<file path="src/rtl/inj_pkg.sv">
// Shared constants and types for the test event injection generator.
// Assumes 16-bit output words and a 16-bit CRC.
package inj_pkg;
    localparam int WORD_W  = 16;
    localparam int BCID_W  = 12;
    localparam int EVID_W  = 16;
    localparam int TTYPE_W = 8;

    localparam logic [WORD_W-1:0] CRC_POLY = 16'h1021;
    localparam logic [WORD_W-1:0] CRC_INIT = 16'hFFFF;

    // Record captured at each trigger
    typedef struct packed {
        logic [BCID_W-1:0]  bcid;
        logic [EVID_W-1:0]  evid;
        logic [TTYPE_W-1:0] ttype;
    } trig_rec_t;

    // Word currently presented by the sequencer
    typedef enum logic [2:0] {
        S_IDLE,
        S_HDR,
        S_EVID,
        S_TYPE,
        S_PAY,
        S_CRC
    } seq_state_t;
endpackage

</file>
<file path="src/rtl/inj_trig_fifo.sv">
// Pending-trigger queue. Holds DEPTH records, accepts a push when not full
// or when a pop happens in the same cycle, and is emptied by flush.
// Assumes pop is only requested while not flushing.
module inj_trig_fifo
    import inj_pkg::*;
#(
    parameter int DEPTH = 4
) (
    input  logic      clk,
    input  logic      rst_n,
    input  logic      flush,
    input  logic      push,
    input  trig_rec_t din,
    input  logic      pop,
    output trig_rec_t dout,
    output logic      empty,
    output logic      full,
    output logic      accepted
);
    localparam int PW = (DEPTH > 1) ? $clog2(DEPTH) : 1;
    localparam int CW = $clog2(DEPTH + 1);

    trig_rec_t       slots [DEPTH];
    logic [PW-1:0]   wp, rp;
    logic [CW-1:0]   cnt;
    logic            do_pop;

    function automatic logic [PW-1:0] ptr_next(input logic [PW-1:0] p);
        return (p == PW'(DEPTH - 1)) ? '0 : p + 1'b1;
    endfunction

    assign empty    = (cnt == '0);
    assign full     = (cnt == CW'(DEPTH));
    assign do_pop   = pop && !empty;
    assign accepted = push && (!full || do_pop);
    assign dout     = slots[rp];

    // Pointer and occupancy bookkeeping
    always_ff @(posedge clk) begin
        if (!rst_n || flush) begin
            wp  <= '0;
            rp  <= '0;
            cnt <= '0;
        end else begin
            if (accepted) wp <= ptr_next(wp);
            if (do_pop)   rp <= ptr_next(rp);
            case ({accepted, do_pop})
                2'b10:   cnt <= cnt + 1'b1;
                2'b01:   cnt <= cnt - 1'b1;
                default: cnt <= cnt;
            endcase
        end
    end

    // Record storage, no reset needed
    always_ff @(posedge clk) begin
        if (accepted) slots[wp] <= din;
    end

    a_r10_no_pop_when_empty: assert property (@(posedge clk) disable iff (!rst_n)
        pop |-> !empty);
    a_r10_count_bounded: assert property (@(posedge clk) disable iff (!rst_n)
        cnt <= CW'(DEPTH));
    a_r10_full_stays_full: assert property (@(posedge clk) disable iff (!rst_n)
        (full && push && !pop && !flush) |=> full);
endmodule

</file>
<file path="src/rtl/inj_pattern_mem.sv">
// Pattern memory: one synchronous write port, one combinational read port.
// Assumes no write to the address being read while an event is sent.
module inj_pattern_mem
    import inj_pkg::*;
#(
    parameter int AW = 8
) (
    input  logic              clk,
    input  logic              we,
    input  logic [AW-1:0]     waddr,
    input  logic [WORD_W-1:0] wdata,
    input  logic [AW-1:0]     raddr,
    output logic [WORD_W-1:0] rdata
);
    localparam int DEPTH = 1 << AW;

    logic [WORD_W-1:0] cells [DEPTH];

    // Write port
    always_ff @(posedge clk) begin
        if (we) cells[waddr] <= wdata;
    end

    assign rdata = cells[raddr];
endmodule

</file>
<file path="src/rtl/inj_crc16.sv">
// Word-wide CRC-16 accumulator (poly 0x1021, MSB first, no final xor).
// init loads the start value; en folds din into the running value.
module inj_crc16
    import inj_pkg::*;
(
    input  logic              clk,
    input  logic              rst_n,
    input  logic              init,
    input  logic              en,
    input  logic [WORD_W-1:0] din,
    output logic [WORD_W-1:0] crc
);
    function automatic logic [WORD_W-1:0] fold(input logic [WORD_W-1:0] c,
                                                input logic [WORD_W-1:0] d);
        logic [WORD_W-1:0] x;
        x = c ^ d;
        for (int i = 0; i < WORD_W; i++) begin
            x = {x[WORD_W-2:0], 1'b0} ^ (x[WORD_W-1] ? CRC_POLY : '0);
        end
        return x;
    endfunction

    // Running CRC register
    always_ff @(posedge clk) begin
        if (!rst_n || init) crc <= CRC_INIT;
        else if (en)        crc <= fold(crc, din);
    end
endmodule

</file>
<file path="src/rtl/inj_gen.sv">
// Test event injection generator for one output channel. Queues trigger
// records, then emits per record: bcid word, evid word, ttype word,
// N payload words (count or memory pattern) and a CRC-16 word.
// With inj_en low the received stream passes through unchanged.
module inj_gen
    import inj_pkg::*;
#(
    parameter int MEM_AW     = 8,
    parameter int FIFO_DEPTH = 4
) (
    input  logic               clk,
    input  logic               rst_n,
    input  logic               inj_en,
    input  logic               pat_sel,
    input  logic               use_tm,
    input  logic [MEM_AW-1:0]  len_m1,
    input  logic               tm_accept,
    input  logic               sw_trig,
    input  logic [BCID_W-1:0]  tm_bcid,
    input  logic [EVID_W-1:0]  tm_evid,
    input  logic [TTYPE_W-1:0] tm_ttype,
    input  logic               mem_we,
    input  logic [MEM_AW-1:0]  mem_waddr,
    input  logic [WORD_W-1:0]  mem_wdata,
    input  logic               rx_valid,
    input  logic [WORD_W-1:0]  rx_data,
    output logic               tx_valid,
    output logic [WORD_W-1:0]  tx_data,
    output logic               ovf_err
);
    seq_state_t         state;
    trig_rec_t          rec_in, cur;
    logic [EVID_W-1:0]  local_evid;
    logic [MEM_AW-1:0]  idx, cur_len;
    logic               cur_mem;
    logic               trig, q_empty, q_full, q_acc, start;
    logic [WORD_W-1:0]  mem_rd, crc, word;

    assign trig  = inj_en && (tm_accept || sw_trig);
    assign start = inj_en && !q_empty && (state == S_IDLE || state == S_CRC);

    // Record contents for the trigger of this cycle
    always_comb begin
        if (use_tm) begin
            rec_in = '{bcid: tm_bcid, evid: tm_evid, ttype: tm_ttype};
        end else begin
            rec_in = '{bcid: '0, evid: local_evid, ttype: '0};
        end
    end

    inj_trig_fifo #(.DEPTH(FIFO_DEPTH)) u_queue (
        .clk      (clk),
        .rst_n    (rst_n),
        .flush    (!inj_en),
        .push     (trig),
        .din      (rec_in),
        .pop      (start),
        .dout     (cur_next_rec),
        .empty    (q_empty),
        .full     (q_full),
        .accepted (q_acc)
    );

    trig_rec_t cur_next_rec;

    inj_pattern_mem #(.AW(MEM_AW)) u_pmem (
        .clk   (clk),
        .we    (mem_we),
        .waddr (mem_waddr),
        .wdata (mem_wdata),
        .raddr (idx),
        .rdata (mem_rd)
    );

    inj_crc16 u_crc (
        .clk   (clk),
        .rst_n (rst_n),
        .init  (start),
        .en    (state == S_HDR || state == S_EVID || state == S_TYPE || state == S_PAY),
        .din   (word),
        .crc   (crc)
    );

    // Local event number and sticky overflow flag
    always_ff @(posedge clk) begin
        if (!rst_n) begin
            local_evid <= '0;
            ovf_err    <= 1'b0;
        end else begin
            if (q_acc)          local_evid <= local_evid + 1'b1;
            if (trig && !q_acc) ovf_err    <= 1'b1;
        end
    end

    // Event sequencer: steps through the words of one event
    always_ff @(posedge clk) begin
        if (!rst_n || !inj_en) begin
            state <= S_IDLE;
            idx   <= '0;
        end else if (start) begin
            state   <= S_HDR;
            idx     <= '0;
            cur     <= cur_next_rec;
            cur_len <= len_m1;
            cur_mem <= pat_sel;
        end else begin
            case (state)
                S_HDR:  state <= S_EVID;
                S_EVID: state <= S_TYPE;
                S_TYPE: state <= S_PAY;
                S_PAY: begin
                    if (idx == cur_len) state <= S_CRC;
                    else                idx   <= idx + 1'b1;
                end
                default: state <= S_IDLE;
            endcase
        end
    end

    // Word presented in the current sequencer state
    always_comb begin
        case (state)
            S_HDR:   word = WORD_W'(cur.bcid);
            S_EVID:  word = WORD_W'(cur.evid);
            S_TYPE:  word = WORD_W'(cur.ttype);
            S_PAY:   word = cur_mem ? mem_rd : WORD_W'(idx);
            S_CRC:   word = crc;
            default: word = '0;
        endcase
    end

    // Output select between injection and pass-through
    always_comb begin
        if (inj_en) begin
            tx_valid = (state != S_IDLE);
            tx_data  = word;
        end else begin
            tx_valid = rx_valid;
            tx_data  = rx_data;
        end
    end

    a_r1_disable_idles: assert property (@(posedge clk) disable iff (!rst_n)
        !inj_en |=> (state == S_IDLE));
    a_r5_crc_after_last: assert property (@(posedge clk) disable iff (!rst_n)
        (inj_en && state == S_PAY && idx == cur_len) |=> (state == S_CRC));
    a_r7_start_from_idle: assert property (@(posedge clk) disable iff (!rst_n)
        (inj_en && state == S_IDLE && !q_empty) |=> (state == S_HDR));
    a_r9_back_to_back: assert property (@(posedge clk) disable iff (!rst_n)
        (inj_en && state == S_CRC && !q_empty) |=> (state == S_HDR));
    a_r10_ovf_sticky: assert property (@(posedge clk) disable iff (!rst_n)
        ovf_err |=> ovf_err);
endmodule

</file>
<file path="config.mk">
export PLATFORM = sky130hd
export DESIGN_NAME = inj_gen
export DESIGN_NICKNAME = d
export VERILOG_FILES = /design/src/rtl/inj_pkg.sv /design/src/rtl/inj_trig_fifo.sv /design/src/rtl/inj_pattern_mem.sv /design/src/rtl/inj_crc16.sv /design/src/rtl/inj_gen.sv
export SDC_FILE = /design/constraint.sdc
export NUM_CORES = 2
export LEC_CHECK = 0
export BUFFER_PORTS_ARGS = -buffer_cell sky130_fd_sc_hd__buf_2
export CORE_ASPECT_RATIO = 0.5
export CORE_MARGIN = 3
export CORE_UTILIZATION = 45
export CTS_CLUSTER_DIAMETER = 60
export DETAILED_ROUTE_END_ITERATION = 16
export PLACE_DENSITY_LB_ADDON = 0.05
export SYNTH_ARGS = -nofsm -noshare
export SYNTH_HDL_FRONTEND = slang
export SYNTH_HIERARCHICAL = 1
export SYNTH_MEMORY_MAX_BITS = 65536
export SYNTH_SLANG_ARGS = --single-unit
</file>
<file path="constraint.sdc">
create_clock -name clk -period 5.4 [get_ports clk]
set_clock_uncertainty 0.2 [all_clocks]
set_input_delay 1.62 -clock clk [delete_from_list [all_inputs] [get_ports clk]]
set_output_delay 1.62 -clock clk [all_outputs]
set_load 0.005 [all_outputs]
</file>
==> impl_results.md <==
- TritonCTS buffer count: 391
- Type of origin of the critical path: register
- Via count: 88800
- DR WL met2: 222000 um
- Row count: 158
- Commonest non-fill, non-tap cell in the layout: edfxtp_1
- Cells after synthesis: 8067
- Final Worst Setup Slack: -1.55 ns
- Worst-path fanout max: 7
- Die Wd: 873 um
- CTS hold repair buffers: 0
- Clock slew at reported path FFs: 0.07 ns
- Cell Pwr Density: 330 nW/um2
- Total die area: 384000 um2
- Crit Path Class: register to output port
- Core area: 372000 um2
- Register area: 130000 um2
- Metal-1 WL: 231000 um
- Placed inst area: 184000 um2
- Drt drc: 0
- Layout Cells excl Fill: 14700
- Met3 wire length: 35900 um
- Relative slew slack: 14.0%
- CP max-delay cell: o32ai_4
- Final setup TNS: -32.23 ns
- Design Area, Final: 201000 um2
- Hold path depth: 2
- H-tree depth: 5
- Slew Limit Fails: 0
- Largest net degree at the start of global routing: 122
- Worst VDD drop: 0.249 mV
- Max-Cap Viols: 0
- Unrepaired setup endpoints after global routing: true
- I/O pin cnt: 111
- Max Used Layer: met4
- Synth Net Count: 8168
- Multi-input gate area: 38800 um2
- Port bufs: 110
- # setup viols final: 30
- Crit path DAT: 5.13 ns
- Total GRT Usage: 25.6%
- Ys Warns: 6
- GP Congestion: 0.879
- Root buf cell: clkbuf_16
- Worst Hold Endpoint: ovf_err$_SDFFE_PN0P_
- CP dominant cell by count: buf_16
- Failing checks: setup timing
- R2R depth: 37
- Reg-to-Reg Start: idx[0]$_SDFFE_PP0P_
- Cell Area, Synth: 169000 um2
- Max Clk Rate: 0.144 GHz
- Tmin final: 6.95 ns
- CP Capture Type: output port
- Area growth syn-to-layout: 19.2%
- 1st-pass router iterations: 7
- Final hold vios: 0
- Initial DRC count: 10700
- Total clock sinks: 4338
- Detail Route Antenna Nets: 0
- First-pass GRT wire length: 696000 um
- Least-Margin Pin Slew: 1.29 ns
- Layout cell share with drive strength beyond 1: 34.7%
- Worst r2r dst: u_crc/crc[6]$_SDFFE_PP1P_
- Critical Path RT: 3.58 ns
- Mean Syn Cell Area: 21.0 um2
- Initial Utilization: 45.4%
- Leak: 62.5 nW
- DP HPWL: 314000 um
- CP Cell Sequence: buf_16, buf_16, buf_16, mux4_2, mux4_2, a22o_4, o32ai_4, buf_6, nor4_4, mux2i_4, o221ai_4, mux2_4, buf_6
- Drt wl/cell: 33.9 um
- Clock Tree Buf Depth: 4
- Hold_sp: ovf_err$_SDFFE_PN0P_
- Most frequent cells in the layout: edfxtp_1 (4285), buf_4 (1073), mux4_2 (833), mux2i_1 (574), clkbuf_16 (411)
- Worst skew pair latency: 0.95 ns
- Fillers: 29000
- Chip Height: 439 um
- GRT overflow: 0
- Routed Wire Length: 499000 um
- Hold Crit Class: register to register
- Outcome: complete, but fails checks
- Slack of the worst reg-to-reg path: -1.24 ns
- Cell count after placement: 13800
- Final worst path period share: 129%
- Layout Nets: 9531
- Initial antenna violation count: 17
- Via/cell ratio: 6.04
- Slowest stage delay, CP: 0.74 ns
- Vias in the first global route: 86300
- TritonCTS clock tree: done
## metrics by stage
stage / power (W) / setup WS [ns] / hold slack (ns) / utilization, %
floorplan: 0.0380 / 0.428 / 0.274 / -
global placement: 0.0389 / -1.60 / 0.279 / 49.5
detailed placement: 0.0389 / -1.55 / 0.280 / 49.5
CTS: 0.0670 / -1.60 / 0.298 / 53.7
global route: 0.0684 / -1.69 / 0.338 / 54.1
finish: 0.0665 / -1.55 / 0.299 / 54.1
## power by group
part | switching [W] | internal [W]
logic | 0.000864 | 0.000211
registers | 0.0000253 | 0.0371
clock network | 0.0125 | 0.0158
total | 0.0134 | 0.0531
## critical path: cells and delay by family, from the launching register on
kind,cells,cell delay [ns]
flip-flops,1,0.41
AND/OR/NAND/NOR,1,0.05
buffers and inverters,5,0.81
multiplexers,4,1.62
AO/OA/AOI/OAI,3,1.22
## per-layer routing
layer,global-route usage [%],up-vias
met3,3.91,559
met2,38.1,3204
met1,40.7,48400
met5,0,-
li1,-,36700
met4,4.65,0
## state kept, by name, indices dropped and copies added (netlist names), named ones only
| signal | count |
|---|---|
| cur | 36 |
| cur_len | 8 |
| cur_mem | 1 |
| idx | 8 |
| local_evid | 16 |
| ovf_err | 1 |
| state | 3 |
| u_crc/crc | 16 |
| u_pmem/cells | 4096 |
| u_queue/cnt | 3 |
| u_queue/rp | 2 |
| u_queue/slots | 144 |
| u_queue/wp | 2 |
## worst max-delay path by stage
stage | from | depth (start not counted) | endpoint
detailed placement | idx[0]$_SDFFE_PP0P_ | 17 | tx_data[5]
CTS | idx[0]$_SDFFE_PP0P_ | 13 | tx_data[5]
floorplan | idx[0]$_SDFFE_PP0P_ | 13 | tx_data[7]
finish | idx[0]$_SDFFE_PP0P_ | 13 | tx_data[5]
global placement | idx[0]$_SDFFE_PP0P_ | 17 | tx_data[5]
global route | idx[0]$_SDFFE_PP0P_ | 13 | tx_data[5]
## final cells by class
class | instances | share of cell area, %
clock inverter | 213 | 1.09
timing repair buffer | 1459 | 6.91
inverter | 17 | 0.0429
multi-input combinational | 3223 | 19.3
antenna | 14 | 0.0174
tap | 4960 | 3.08
clock buffer | 494 | 5.20
sequential | 4338 | 64.4
## repair_timing
action                                  4_1_cts  5_1_grt
setup buffers                                83       77
gates resized for setup                     330      214
gates cloned                                 16        7
endpoints found under the setup margin       32       32
pin swaps                                    70       75
Note: power is estimated with default switching activity, not from simulation.
